File: src/rtl/cfgpl_pkg.sv
package cfgpl_pkg;

   localparam int CC_W        = 24;
   localparam int CC_BYTES    = CC_W / 8;
   localparam int EE_SIG_LEN  = 4;
   localparam int FL_SIG_LEN  = 3;
   localparam int EE_CC_BASE  = 4;
   localparam int FL_CC_BELOW = 7;

   localparam logic [CC_W-1:0] CC_DFLT_J0 = 24'h010400;
   localparam logic [CC_W-1:0] CC_DFLT_J1 = 24'h010185;

   typedef enum logic [2:0] {
      PS_IDLE,
      PS_EE_SIG,
      PS_EE_CC,
      PS_FL_SIG,
      PS_FL_CC,
      PS_DONE
   } probe_st_t;

   function automatic logic [7:0] ee_mark(input logic [2:0] idx);
      return idx[0] ? 8'h55 : 8'hAA;
   endfunction

   function automatic logic [7:0] fl_mark(input logic [2:0] idx);
      return (idx == 3'd0) ? 8'hAA : 8'h55;
   endfunction

   function automatic logic [2:0] fl_mark_off(input logic [2:0] idx);
      return (idx == 3'd2) ? 3'd3 : idx;
   endfunction

endpackage

File: src/rtl/cfgpl_probe.sv
module cfgpl_probe
   import cfgpl_pkg::*;
#(
   parameter int ADDR_W = 20
)(
   input  logic              clk,
   input  logic              rst_n,
   input  logic              jumper_sel,
   output logic              nvm_req,
   output logic              nvm_dev,
   output logic [ADDR_W-1:0] nvm_addr,
   input  logic              nvm_ack,
   input  logic [7:0]        nvm_rdata,
   output logic              ld_vld,
   output logic [CC_W-1:0]   ld_val
);

   localparam logic [ADDR_W-1:0] FL_TOP     = {ADDR_W{1'b1}};
   localparam logic [ADDR_W-1:0] FL_CC_BASE = FL_TOP - ADDR_W'(FL_CC_BELOW);
   localparam logic [ADDR_W-1:0] EE_CC_A    = ADDR_W'(EE_CC_BASE);

   probe_st_t       st_q;
   logic [2:0]      idx_q;
   logic [15:0]     ccbuf_q;
   logic [ADDR_W-1:0] idx_a;

   assign idx_a = ADDR_W'(idx_q);

   always_comb begin
      nvm_req  = 1'b0;
      nvm_dev  = 1'b0;
      nvm_addr = '0;
      case (st_q)
         PS_EE_SIG: begin
            nvm_req  = 1'b1;
            nvm_addr = idx_a;
         end
         PS_EE_CC: begin
            nvm_req  = 1'b1;
            nvm_addr = EE_CC_A + idx_a;
         end
         PS_FL_SIG: begin
            nvm_req  = 1'b1;
            nvm_dev  = 1'b1;
            nvm_addr = FL_TOP - ADDR_W'(fl_mark_off(idx_q));
         end
         PS_FL_CC: begin
            nvm_req  = 1'b1;
            nvm_dev  = 1'b1;
            nvm_addr = FL_CC_BASE + idx_a;
         end
         default: ;
      endcase
   end

   always_ff @(posedge clk) begin
      if (!rst_n) begin
         st_q    <= PS_IDLE;
         idx_q   <= '0;
         ccbuf_q <= '0;
         ld_vld  <= 1'b0;
         ld_val  <= '0;
      end else begin
         ld_vld <= 1'b0;
         case (st_q)
            PS_IDLE: begin
               st_q  <= PS_EE_SIG;
               idx_q <= '0;
            end
            PS_EE_SIG: if (nvm_ack) begin
               if (nvm_rdata != ee_mark(idx_q)) begin
                  st_q  <= PS_FL_SIG;
                  idx_q <= '0;
               end else if (idx_q == 3'(EE_SIG_LEN - 1)) begin
                  st_q  <= PS_EE_CC;
                  idx_q <= '0;
               end else begin
                  idx_q <= idx_q + 3'd1;
               end
            end
            PS_FL_SIG: if (nvm_ack) begin
               if (nvm_rdata != fl_mark(idx_q)) begin
                  st_q   <= PS_DONE;
                  ld_vld <= 1'b1;
                  ld_val <= jumper_sel ? CC_DFLT_J1 : CC_DFLT_J0;
               end else if (idx_q == 3'(FL_SIG_LEN - 1)) begin
                  st_q  <= PS_FL_CC;
                  idx_q <= '0;
               end else begin
                  idx_q <= idx_q + 3'd1;
               end
            end
            PS_EE_CC, PS_FL_CC: if (nvm_ack) begin
               case (idx_q[1:0])
                  2'd0:    ccbuf_q[7:0]  <= nvm_rdata;
                  2'd1:    ccbuf_q[15:8] <= nvm_rdata;
                  default: ;
               endcase
               if (idx_q == 3'(CC_BYTES - 1)) begin
                  st_q   <= PS_DONE;
                  ld_vld <= 1'b1;
                  ld_val <= {nvm_rdata, ccbuf_q};
               end else begin
                  idx_q <= idx_q + 3'd1;
               end
            end
            default: ;
         endcase
      end
   end

endmodule

File: src/rtl/cfgpl_regs.sv
module cfgpl_regs
   import cfgpl_pkg::*;
#(
   parameter logic [7:0]  REV_ID    = 8'h01,
   parameter logic [7:0]  CAP_PTR   = 8'h60,
   parameter logic [15:0] CMD_WMASK = 16'h0147,
   parameter bit          CAPS_LIST = 1'b1,
   parameter bit          CAP_66MHZ = 1'b0,
   parameter logic [5:0]  DW_CMD    = 6'h01,
   parameter logic [5:0]  DW_CLASS  = 6'h02,
   parameter logic [5:0]  DW_CAP    = 6'h0D,
   parameter logic [5:0]  DW_CFG    = 6'h10
)(
   input  logic            clk,
   input  logic            rst_n,
   input  logic            cfg_req,
   input  logic            cfg_we,
   input  logic [5:0]      cfg_dw_addr,
   input  logic [3:0]      cfg_be,
   input  logic [31:0]     cfg_wdata,
   output logic            cfg_ack,
   output logic            cfg_retry,
   output logic [31:0]     cfg_rdata,
   input  logic            ld_vld,
   input  logic [CC_W-1:0] ld_val,
   output logic            done_q,
   output logic [15:0]     cmd_q,
   output logic            unlock_q,
   output logic [CC_W-1:0] class_q
);

   localparam logic [15:0] STAT_RO = {10'b0, CAP_66MHZ, CAPS_LIST, 4'b0};

   logic [31:0] rd_mux;
   logic        wr_ok;

   assign wr_ok = cfg_req & cfg_we & done_q;

   always_comb begin
      case (cfg_dw_addr)
         DW_CMD:   rd_mux = {STAT_RO, cmd_q};
         DW_CLASS: rd_mux = {class_q, REV_ID};
         DW_CAP:   rd_mux = {24'b0, CAP_PTR};
         DW_CFG:   rd_mux = {31'b0, unlock_q};
         default:  rd_mux = '0;
      endcase
   end

   always_ff @(posedge clk) begin
      if (!rst_n) begin
         cfg_ack   <= 1'b0;
         cfg_retry <= 1'b0;
         cfg_rdata <= '0;
         done_q    <= 1'b0;
         cmd_q     <= '0;
         unlock_q  <= 1'b0;
         class_q   <= '0;
      end else begin
         cfg_ack   <= cfg_req;
         cfg_retry <= cfg_req & ~done_q;
         cfg_rdata <= (cfg_req && !cfg_we && done_q) ? rd_mux : '0;
         if (ld_vld) begin
            class_q <= ld_val;
            done_q  <= 1'b1;
         end
         if (wr_ok) begin
            case (cfg_dw_addr)
               DW_CMD: begin
                  for (int b = 0; b < 2; b++)
                     if (cfg_be[b])
                        cmd_q[8*b +: 8] <= cfg_wdata[8*b +: 8] & CMD_WMASK[8*b +: 8];
               end
               DW_CLASS: begin
                  if (unlock_q)
                     for (int b = 1; b < 4; b++)
                        if (cfg_be[b])
                           class_q[8*(b-1) +: 8] <= cfg_wdata[8*b +: 8];
               end
               DW_CFG: begin
                  if (cfg_be[0]) unlock_q <= cfg_wdata[0];
               end
               default: ;
            endcase
         end
      end
   end

endmodule

File: src/rtl/cfgpl_serr_gate.sv
module cfgpl_serr_gate #(
   parameter bit SERR_REG = 1'b1
)(
   input  logic clk,
   input  logic rst_n,
   input  logic par_err,
   input  logic serr_en,
   input  logic perr_en,
   output logic serr_o
);

   logic fire;
   assign fire = par_err & perr_en & serr_en;

   if (SERR_REG) begin : g_reg
      always_ff @(posedge clk) begin
         if (!rst_n) serr_o <= 1'b0;
         else        serr_o <= fire;
      end
   end else begin : g_comb
      assign serr_o = fire & rst_n;
   end

endmodule

File: src/rtl/cfg_preload_ctrl.sv
module cfg_preload_ctrl
   import cfgpl_pkg::*;
#(
   parameter int          ADDR_W    = 20,
   parameter logic [7:0]  REV_ID    = 8'h01,
   parameter logic [7:0]  CAP_PTR   = 8'h60,
   parameter logic [15:0] CMD_WMASK = 16'h0147,
   parameter bit          SERR_REG  = 1'b1
)(
   input  logic              clk,
   input  logic              rst_n,
   input  logic              jumper_sel,
   output logic              nvm_req,
   output logic              nvm_dev,
   output logic [ADDR_W-1:0] nvm_addr,
   input  logic              nvm_ack,
   input  logic [7:0]        nvm_rdata,
   input  logic              cfg_req,
   input  logic              cfg_we,
   input  logic [5:0]        cfg_dw_addr,
   input  logic [3:0]        cfg_be,
   input  logic [31:0]       cfg_wdata,
   output logic              cfg_ack,
   output logic              cfg_retry,
   output logic [31:0]       cfg_rdata,
   input  logic              addr_par_err,
   output logic              serr_o,
   output logic              preload_done
);

   if (ADDR_W < 4 || ADDR_W > 32) begin : g_bad_aw
      $error("cfg_preload_ctrl: ADDR_W must lie in 4..32");
   end
   if (CMD_WMASK[15:9] != 7'b0 || !CMD_WMASK[8] || !CMD_WMASK[6]) begin : g_bad_mask
      $error("cfg_preload_ctrl: CMD_WMASK must keep bits 8 and 6 and nothing above 8");
   end

   logic              ld_vld;
   logic [CC_W-1:0]   ld_val;
   logic [15:0]       cmd_word;
   logic              unlock_bit;
   logic [CC_W-1:0]   class_code;

   cfgpl_probe #(.ADDR_W(ADDR_W)) u_probe (
      .clk        (clk),
      .rst_n      (rst_n),
      .jumper_sel (jumper_sel),
      .nvm_req    (nvm_req),
      .nvm_dev    (nvm_dev),
      .nvm_addr   (nvm_addr),
      .nvm_ack    (nvm_ack),
      .nvm_rdata  (nvm_rdata),
      .ld_vld     (ld_vld),
      .ld_val     (ld_val)
   );

   cfgpl_regs #(
      .REV_ID    (REV_ID),
      .CAP_PTR   (CAP_PTR),
      .CMD_WMASK (CMD_WMASK)
   ) u_regs (
      .clk         (clk),
      .rst_n       (rst_n),
      .cfg_req     (cfg_req),
      .cfg_we      (cfg_we),
      .cfg_dw_addr (cfg_dw_addr),
      .cfg_be      (cfg_be),
      .cfg_wdata   (cfg_wdata),
      .cfg_ack     (cfg_ack),
      .cfg_retry   (cfg_retry),
      .cfg_rdata   (cfg_rdata),
      .ld_vld      (ld_vld),
      .ld_val      (ld_val),
      .done_q      (preload_done),
      .cmd_q       (cmd_word),
      .unlock_q    (unlock_bit),
      .class_q     (class_code)
   );

   cfgpl_serr_gate #(.SERR_REG(SERR_REG)) u_serr (
      .clk     (clk),
      .rst_n   (rst_n),
      .par_err (addr_par_err),
      .serr_en (cmd_word[8]),
      .perr_en (cmd_word[6]),
      .serr_o  (serr_o)
   );

endmodule

File: config.mk
export PLATFORM = sky130hd
export DESIGN_NAME = cfg_preload_ctrl
export DESIGN_NICKNAME = d
export VERILOG_FILES = /design/src/rtl/cfgpl_pkg.sv /design/src/rtl/cfgpl_probe.sv /design/src/rtl/cfgpl_regs.sv /design/src/rtl/cfgpl_serr_gate.sv /design/src/rtl/cfg_preload_ctrl.sv
export SDC_FILE = /design/constraint.sdc
export NUM_CORES = 1
export LEC_CHECK = 0
export BUFFER_PORTS_ARGS = -buffer_cell sky130_fd_sc_hd__clkbuf_2
export CAP_MARGIN = 20
export CORE_UTILIZATION = 55
export CTS_CLUSTER_SIZE = 8
export DETAILED_ROUTE_END_ITERATION = 8
export GPL_ROUTABILITY_DRIVEN = 0
export GPL_TIMING_DRIVEN = 0
export HOLD_SLACK_MARGIN = 0.02
export PLACE_DENSITY_LB_ADDON = 0.1
export SYNTH_ARGS = -nofsm -noshare
export SYNTH_HDL_FRONTEND = slang
export SYNTH_SLANG_ARGS = --single-unit
File: constraint.sdc
create_clock -name clk -period 5.61 [get_ports clk]
set_input_delay 0.8415 -clock clk [delete_from_list [all_inputs] [get_ports clk]]
set_output_delay 0.8415 -clock clk [all_outputs]
set_load 0.005 [all_outputs]
## Word level (Yosys, flattened, before mapping)

Index checks and enable logic that the tools add are counted.

| word-level totals | value |
|---|---|
| logic and storage cells | 110 |
| flip-flop bits (word level) | 113 |
| input port bits | 57 |
| output and inout bits | 58 |

| cells by class | value |
|---|---|
| reduce and logical (&&, ||, !) cells | 20 |
| $add $sub $neg | 4 |
| equality and inequality tests | 22 |
| bitwise operators | 6 |
| multiplexer cells | 43 |

Operators with widths:

| operator | number |
|---|---|
| $mux 24 | 8 |
| $pmux 32 s4 | 1 |
| $pmux 20 s4 | 1 |
| $mux 3 | 17 |
| $pmux 24 s2 | 1 |
| $mux 8 | 5 |
| $pmux 3 s4 | 2 |
| $ne 8x8->1 | 2 |
| $reduce_and 3->1 | 5 |
| $eq 3x2->1 const B | 4 |
| $mux 11 | 1 |
| $ne 2x2->1 const B | 5 |
| $reduce_and 7->1 | 1 |
| $eq 6x1->1 const B | 1 |
| $eq 6x2->1 const B | 1 |
| $eq 6x4->1 const B | 1 |
| $eq 6x5->1 const B | 1 |
| $logic_not 3->1 | 2 |
| $mux 1 | 6 |
| $ne 3x1->1 const B | 2 |
| $reduce_and 6->1 | 1 |
| $add 4x4->5 const A | 1 |
| $and 1x1->1 | 5 |
| $reduce_and 5->1 | 1 |
| other kinds (17) | 20 |

## Longest topological paths before layout

Gate-level depths: netlist (run 1).

| depth | value |
|---|---|
| word-level depth | 6 |
| gate-level depth with buffers | 9 |

## Cells and area by module

Synthesis (run 1) repeated with hierarchy kept, for this count alone.

| unflattened totals | value |
|---|---|
| cell total of the unflattened synthesis | 550 |
| area total of the unflattened synthesis | 5272.6 sq um |

Modules (own cells, without submodules):

| module | area an instance (sq um) | seq. area each (sq um) | cells each | times used |
|---|---|---|---|---|
| cfgpl_regs | 2647.5 | 1241.2 | 268 | 1 |
| cfgpl_probe | 2596.2 | 940.9 | 280 | 1 |
| cfgpl_serr_gate | 28.8 | 20.0 | 2 | 1 |

## Worst setup path after synthesis (run 1)

OpenSTA, ideal clock, no wires.

| path | value |
|---|---|
| path kind | register to output |
| start | register u_probe.idx_q[0] |
| end | output nvm_addr[0] |
| setup slack | 3157 ps |
| arrival time | 1611 ps |
| stages on the path, launching flop included | 9 |
| cells stage by stage | dfxtp_1 inv_1 ha_1 nor2b_1 clkbuf_1 nor2_1 mux2_2 a22oi_1 o22ai_1 |

| between the ends | value |
|---|---|
| word-level cells in the longest chain between the ends | 4 |

RTL lines:

| element | RTL line | RTL |
|---|---|---|
| start, declared | cfgpl_probe.sv:23 | `logic [2:0] idx_q;` |
| start signal, assigned | cfgpl_probe.sv:78 | `idx_q <= idx_q + 3'd1;` |
| start signal, assigned | cfgpl_probe.sv:90 | `idx_q <= idx_q + 3'd1;` |
| start signal, assigned | cfgpl_probe.sv:104 | `idx_q <= idx_q + 3'd1;` |
| $eq 3x2->1 | cfgpl_pkg.sv:31 | `return (idx == 3'd2) ? 3'd3 : idx;` |
| $mux 3 | cfgpl_pkg.sv:31 |  |
| $sub 1x4->5 | cfgpl_probe.sv:45 | `nvm_addr = FL_TOP - ADDR_W'(fl_mark_off(idx_q));` |
| $pmux 20 s4 * | cfgpl_probe.sv:33 | `case (st_q)` |
| end, declared | cfg_preload_ctrl.sv:15 | `output logic [ADDR_W-1:0] nvm_addr,` |

Mark *: on every way between the ends. The rest lies on a longest branch, timed or not.

## Worst setup path in the final report (run 1)

Same ends and word-level chain as after synthesis.

==> results of run 1 <==
==> critical path: stages (launching register included) <==
cell      delay (ns)
dfxtp_1         0.39
inv_1           0.19
ha_1            0.26
nor2b_1         0.15
clkbuf_1        0.29
nor2_1          0.07
mux2_2          0.26
a22oi_1         0.18
o22ai_1         0.10
clkbuf_2        0.11
==> kinds of logic after synthesis <==
| logic type | Yosys count | synth area share [%] |
|---|---|---|
| simple gates | 149 | 17.32 |
| xor+xnor | 3 | 0.5802 |
| flops | 110 | 48.62 |
| other cells | 1 | 0.08279 |
| fa+ha+maj | 6 | 1.657 |
| buf+inv | 50 | 6.105 |
| mux | 50 | 11.10 |
| compound gates | 83 | 14.53 |
==> power groups by stage <==
stage | clock [µW] | combinational, µW | sequential [µW]
after floorplan | 0 | 408 | 867
after global placement | 0 | 554 | 876
after detailed placement | 0 | 566 | 879
after CTS | 451 | 570 | 861
after global routing | 483 | 631 | 868
final | 445 | 572 | 861
==> per-layer routing <==
layer / global-route usage (%) / up-vias / wire length [µm]
met4: 8.718 / 0 / 233
met3: 5.583 / 20 / 567
met1: 31.91 / 1675 / 4608
met2: 40.06 / 122 / 4773
li1: - / 1824 / -
met5: 0 / - / 0
==> state kept, by name, indices dropped and copies added, names as in the netlist <==
register          cells
u_regs.cfg_retry      1
u_regs.class_q       24
u_regs.cfg_ack        1
u_regs.cfg_rdata     29
u_serr.serr_o         1
u_probe.idx_q         3
u_probe.ld_vld        1
u_probe.ccbuf_q      16
u_probe.st_q          3
u_regs.unlock_q       1
u_regs.done_q         1
u_regs.cmd_q          5
u_probe.ld_val       24
==> Yosys cell counts (all sizes together), types with 7 or more instances <==
| cell | instances |
|---|---|
| dfxtp | 110 |
| a211oi | 30 |
| nand2 | 7 |
| nand3 | 10 |
| a22o | 20 |
| buf | 23 |
| and2 | 28 |
| nor2 | 66 |
| inv | 9 |
| a21oi | 8 |
| mux2i | 48 |
| clkbuf | 18 |
==> worst min-delay path by stage <==
stage                             from                    to  slack (ns)
detailed placement  u_regs.class_q[23]  u_regs.cfg_rdata[31]        0.44
global placement     u_regs.class_q[7]  u_regs.cfg_rdata[15]        0.44
global route        u_regs.class_q[23]  u_regs.cfg_rdata[31]        0.49
floorplan           u_probe.ld_val[10]    u_probe.ld_val[10]        0.43
finish              u_regs.class_q[23]  u_regs.cfg_rdata[31]        0.47
CTS                 u_regs.class_q[23]  u_regs.cfg_rdata[31]        0.47
==> area by class of cell <==
cell class / instances / area [µm²]
sequential: 110 / 2202
timing repair buffer: 107 / 535.5
clock inverter: 7 / 60.06
clock buffer: 9 / 123.9
tap: 102 / 127.6
inverter: 9 / 33.78
multi-input combinational: 294 / 2058
buffer: 41 / 242.7
fill: 666 / 2464
==> per-stage QoR <==
step | total power (µW) | hold slack, ns
CTS | 1882 | 0.4703
global placement | 1430 | 0.4439
finish | 1878 | 0.4663
floorplan | 1275 | 0.4281
global route | 1982 | 0.4885
detailed placement | 1445 | 0.4446
==> flow_summary_export.csv, run 1 <==
group,metric,value,unit
sta,timing_max_transition_violations_final,0,
power_and_ir_drop,clockPowerShare,23.7,%
floorplanning,io_pins,115,
global_routing,grt_start_max_net_pins,20,
final_layout,final_net_count,635,
floorplanning,effective_utilization_at_floorplan,57.72,%
worst_hold_path,worst_hold_path.num_cells,1,
clock_network,cts_buffer_depth,2,
sta,timing.clock.skew,0.01220,ns
floorplanning,die_ar,8602,µm²
worst_setup_path,capturing_instance_or_port_of_the_critical_path,"nvm_addr[0]",
floorplanning,die_width,92.75,µm
power_and_ir_drop,leakagePower,0.002430,µW
worst_setup_path,worst-setup-path-type,"reg -> out",
clock_network,cts.reportedPaths.clkPinSlew,0.10,ns
clock_network,ctsRootBufferMaster,"clkbuf_8",
synthesis,ys.flop_type,"dfxtp_1",
worst_setup_path,setup.worst_path.start,"u_probe.idx_q[0]",
power_and_ir_drop,power.net_switching,613.2,µW
power_and_ir_drop,power_frac_comb,30.5,%
worst_setup_path,critPathRequiredTime,4.77,ns
worst_hold_path,timing.hold.worst.class,"reg -> reg",
worst_setup_path,critical_path.startpoint_type,"register",
synthesis,synthArstFlopShare,0,%
final_layout,final_design_area_no_fill,5384,µm²
sta,fmax,310.5,MHz
clock_network,holdBufCountCts,0,
global_routing,grt_pass1_vias,3432,
worst_setup_path,worst_r2r_startpoint,"u_probe.idx_q[0]",
global_routing,grt_first_pass_wirelength,16460,µm
synthesis,synth_area_leader_cell,"dfxtp_1",
clock_network,clkSinkCount,110,
outcome,run_status,"complete, no violations",
worst_setup_path,r2r_setup_slack,3.01,ns
final_layout,antenna_cells_inserted,0,
clock_network,insertion_delay,0.38,ns
global_routing,globalRoute.totalOverflow,0,
route,post_drt_wl_per_cell,15.00,µm
synthesis,ys_seq_area_share,48.62,%
synthesis,syn_area_per_cell,10.02,µm²
clock_network,cts-htree-levels,3,
place,place_hpwl,7589,µm
clock_network,post_cts.resized_instances,0,
worst_setup_path,critPathMaxFanout,8,
floorplanning,placementRows,32,
worst_setup_path,cp.arrival,2.38,ns
floorplanning,die_height,92.75,µm
synthesis,synth_top_area_share,48.62,%
final_layout,instances_no_fill,679,
final_layout,most-common-layout-cells,"110 x dfxtp_1, 107 x clkbuf_2, 64 x nor2_1",
flow_run,maxCapViolCount,0,
global_routing,global_route.usage.total,24.59,%
place,io_buffers,107,
clock_network,tritoncts_clock_tree,"done",
synthesis,number_of_distinct_library_cell_variants_in_the_gate_level_netlist_after_synthesis,54,
place,numPlacedInstances,663,
sta,max_slew.worst_pin.slew,0.7524,ns
sta,postLayoutSetupSlackWorst,2.390,ns
final_layout,area_delta_synth_final,18.87,%
worst_setup_path,worstRegToRegCells,9,
route,via_count,3641,
route,wirelength,10180,µm
sta,fin_setup_tns,0,ns
clock_network,tritoncts.num_buffers,9,
worst_setup_path,cp-end-kind,"output port",
floorplanning,design.core.area,7848,µm²
sta,final_setup_vio_count,0,
synthesis,synth_edf_count,0,
sta,timing.final.crit_share,57.41,%
sta,hold_viol_final,0,
route,drt_first_pass_iters,4,
power_and_ir_drop,power_report.internal_total,1265,µW
route,drt_drc_violations_left,0,
worst_setup_path,rr_endpoint,"u_probe.ld_val[17]",
sta,max_slew_margin,49.84,%
route,ant_nets,0,
final_layout,share_of_layout_cells_above_drive_strength_1,27.56,%
final_layout,layout.core_utilization,68.61,%
global_routing,antenna_found_initial,0,
synthesis,yosys_warnings,0,
sta,rsz0062_at_grt,"no",
clock_network,cts.repair_timing.setup_buffer_count,0,
route,routed_vias_inst,5.362,
place,postPlaceCellArea,5200,µm²
power_and_ir_drop,sequentialPowerShare,45.9,%
synthesis,synth_area_leaders,"dfxtp_1 49%, mux2i_1 11%, nor2_1 5.3%, a211oi_1 4.5%, a22o_1 3.9%",
final_layout,layout_commonest_cell,"dfxtp_1",
synthesis,postSynthRegisterBits,110,
power_and_ir_drop,powerDensity,348.8,nW/µm²
synthesis,syn-cell-area,4529,µm²
sta,post-route-min-period,3.220,ns
synthesis,post_synth_inst_count,452,
route,dr.first_iter.drc_count,152,
place,detailedPlace.worstSlack,2.799,ns
power_and_ir_drop,switching_portion_of_total_power,32.65,%
power_and_ir_drop,power.ir.vdd_worst,0.0001919,V
No activity file was read; power rests on OpenSTA's default activity.
==> run 2: changes to the inputs <==
--- a/config.mk
+++ b/config.mk
@@ -5,9 +5,10 @@
 export SDC_FILE = /design/constraint.sdc
 export NUM_CORES = 1
 export LEC_CHECK = 0
+export ABC_AREA = 1
 export BUFFER_PORTS_ARGS = -buffer_cell sky130_fd_sc_hd__clkbuf_2
 export CAP_MARGIN = 20
-export CORE_UTILIZATION = 55
+export CORE_UTILIZATION = 49
 export CTS_CLUSTER_SIZE = 8
 export DETAILED_ROUTE_END_ITERATION = 8
 export GPL_ROUTABILITY_DRIVEN = 0
==> constraint.sdc (replaced) <==
create_clock -name clk -period 2.7 [get_ports clk]
set_input_delay 0.405 -clock clk [delete_from_list [all_inputs] [get_ports clk]]
set_output_delay 0.405 -clock clk [all_outputs]
set_load 0.005 [all_outputs]
==> flow_summary_export.csv, run 2 <==
group,metric,value,unit
outcome,run_status,"complete, no violations",
synthesis,synth_area_leader_cell,"dfxtp_1",
worst_setup_path,critPathMaxFanout,10,
sta,timing.clock.skew,0.008242,ns
synthesis,post_synth_inst_count,665,
final_layout,final_net_count,848,
synthesis,synth_edf_count,0,
final_layout,share_of_layout_cells_above_drive_strength_1,23.80,%
clock_network,tritoncts_clock_tree,"done",
floorplanning,die_height,103.6,µm
clock_network,clkSinkCount,110,
global_routing,antenna_found_initial,0,
sta,max_slew_margin,61.54,%
final_layout,antenna_cells_inserted,0,
worst_setup_path,worst_r2r_startpoint,"u_probe.idx_q[0]",
sta,timing.final.crit_share,86.50,%
synthesis,synth-adder-area-share,1.484,%
worst_setup_path,worstRegToRegCells,13,
final_layout,biggestRegsByFlops,"u_regs.cfg_rdata: 29 flops, u_probe.ld_val: 24 flops, u_regs.class_q: 24 flops",
final_layout,most-common-layout-cells,"111 x nand2_1, 110 x dfxtp_1, 107 x clkbuf_2",
synthesis,synth_compound_area_share,16.40,%
synthesis,post_synthesis_share_of_cell_area_spent_on_and_or_nand_and_nor_gates,24.37,%
synthesis,leading_cell_type_by_number_of_instances_after_synthesis,"nand2_1",
sta,fmax,428.2,MHz
floorplanning,design.core.area,9910,µm²
route,wirelength,12300,µm
final_layout,regMostFlops,"u_regs.cfg_rdata",
final_layout,final_design_area_no_fill,6015,µm²
worst_hold_path,worst_hold_path.num_cells,3,
clock_network,insertion_delay,0.37,ns
sta,hold_viol_final,0,
route,drt_first_pass_iters,4,
synthesis,ys_seq_area_share,43.54,%
clock_network,tritoncts.num_buffers,9,
worst_setup_path,worst-setup-path-type,"reg -> out",
final_layout,layout_commonest_cell,"nand2_1",
floorplanning,io_pins,115,
worst_setup_path,critPathRequiredTime,2.30,ns
final_layout,seqCellArea,2202,µm²
synthesis,synth_xor_area_share,0.1732,%
synthesis,syn_area_per_cell,7.605,µm²
worst_setup_path,critical_path.startpoint_type,"register",
synthesis,yosys_warnings,0,
synthesis,synth_top_area_share,43.54,%
global_routing,global_route.usage.total,23.99,%
worst_setup_path,cp-end-kind,"output port",
worst_setup_path,max_stage_delay,0.40,ns
worst_setup_path,path_cells,"nor2_4 > nand2_4 > nand2_8 > nand2_4 > inv_4 > buf_4 > nor2_1 > o21ai_0 > clkbuf_2",
worst_setup_path,setup.worst_path.start,"u_probe.st_q[0]",
clock_network,cts.reportedPaths.clkPinSlew,0.10,ns
floorplanning,die_ar,10730,µm²
clock_network,cts.repair_timing.setup_buffer_count,0,
final_layout,total_area_of_multi_input_combinational_cells,2168,µm²
clock_network,holdBufCountCts,0,
worst_setup_path,cp.arrival,1.93,ns
sta,rsz0062_at_grt,"no",
global_routing,grt_start_max_net_pins,18,
sta,fin_setup_tns,0,ns
synthesis,synth_top_cells_by_count,"111 x nand2_1, 110 x dfxtp_1, 96 x inv_1, 81 x o21ai_0, 60 x a21oi_1",
global_routing,grt_pass1_vias,4431,
clock_network,cts_buffer_depth,2,
worst_setup_path,critical_path.most_common_cell,"nand2_4",
floorplanning,placementRows,36,
sta,final_setup_vio_count,0,
place,io_buffers,107,
synthesis,postSynthRegisterBits,110,
power_and_ir_drop,power.ir.vdd_worst,0.0005565,V
worst_setup_path,crit_path_top_delay_cell,"dfxtp_1",
route,post_drt_wl_per_cell,13.33,µm
sta,post-route-min-period,2.336,ns
final_layout,largest_register_ff_count,29,
worst_hold_path,hold_path_origin,"cfg_wdata[29]",
route,routed_vias_inst,4.953,
clock_network,ctsRootBufferMaster,"clkbuf_8",
synthesis,synth_top_family_by_area,"simple AND/OR/NAND/NOR gates",
clock_network,cts-htree-levels,3,
route,dr.first_iter.drc_count,238,
route,via_count,4572,
floorplanning,effective_utilization_at_floorplan,51.04,%
route,drt_drc_violations_left,0,
synthesis,synthArstFlopShare,0,%
synthesis,ys.flop_type,"dfxtp_1",
place,postPlaceCellArea,5767,µm²
synthesis,synth.area.mux_share,0.2227,%
flow_run,maxCapViolCount,0,
sta,timing_max_transition_violations_final,0,
route,ant_nets,0,
power_and_ir_drop,powerDensity,790.6,nW/µm²
synthesis,number_of_distinct_library_cell_variants_in_the_gate_level_netlist_after_synthesis,37,
global_routing,grt_first_pass_wirelength,20910,µm
floorplanning,die_width,103.6,µm
worst_hold_path,timing.hold.worst.class,"in -> reg",
sta,max_slew.worst_pin.slew,0.5769,ns
synthesis,synth_area_leaders,"dfxtp_1 44%, nand2_1 8.2%, o21ai_0 8.0%, inv_1 7.1%, a21oi_1 5.9%",
global_routing,globalRoute.totalOverflow,0,
place,place_hpwl,9467,µm
power_and_ir_drop,leakagePower,0.002694,µW
synthesis,syn-cell-area,5057,µm²
final_layout,area_delta_synth_final,18.93,%
final_layout,fill_cells,940,
clock_network,post_cts.resized_instances,0,
[run 2: changes by cell type after synthesis, sizes merged, moves of 21 or more]
cell    change
and2       -28
nor3       +21
inv        +94
a211oi     -29
mux2i      -48
o21ai      +97
nand2     +113
a21oi      +52
[run 2: metrics by stage]
step | std cells | utilization, % | worst slack (ns) | hold slack [ns] | total power, µW
global route | 923 | 60.69 | 0.2473 | 0.2416 | 5073
floorplan | 667 | - | 1.015 | 0.4137 | 3116
finish | 923 | 60.69 | 0.3645 | 0.2437 | 4755
global placement | 907 | 58.19 | 0.8065 | 0.4292 | 3543
CTS | 923 | 60.69 | 0.3642 | 0.2303 | 4772
detailed placement | 907 | 58.19 | 0.7591 | 0.4344 | 3591
[run 2: cell families after synthesis]
kind of cell | count (synthesis)
compound gates | 164
xor+xnor | 1
fa+ha+maj | 6
buf+inv | 148
flops | 110
mux | 1
other cells | 1
simple gates | 234
[run 2: final cells by class]
class                           instances  area share (%)
Timing Repair Buffer                  107           8.904
Buffer                                 45           5.076
Tap cell                              133           2.767
Clock buffer                           11           2.351
Clock inverter                          5           1.768
Inverter                              103           6.470
Multi-Input combinational cell        409           36.05
Sequential cell                       110           36.61
[run 2: path summary, 6_finish.rpt]
| path | end | slack (ns) |
|---|---|---|
| worst max-delay path | nvm_addr[1] | 0.36 |
| worst min-delay path | u_regs.class_q[21] | 0.24 |
| worst max register to register | u_probe.ld_val[9] | 0.74 |
| worst min register to register | u_probe.ccbuf_q[6] | 0.45 |
[run 2: worst max-delay path, delay by kind of cell, from the launching register on]
kind / cells / cell delay [ns]
buf+inv: 3 / 0.43
simple gates: 5 / 0.57
compound gates: 1 / 0.16
flops: 1 / 0.40
[run 2: where the power goes]
part | switching, µW | total, µW | internal [µW]
registers | 138 | 1950 | 1810
clock network | 553 | 1200 | 644
logic | 928 | 1610 | 685
[run 2: routing by layer]
layer / vias to the layer above / track usage, % / wire length [µm]
li1: 2345 / - / -
met1: 2067 / 30.20 / 5632
met2: 138 / 42.33 / 5890
met3: 22 / 2.580 / 553
met4: 0 / 8.592 / 227
met5: - / 0 / 0
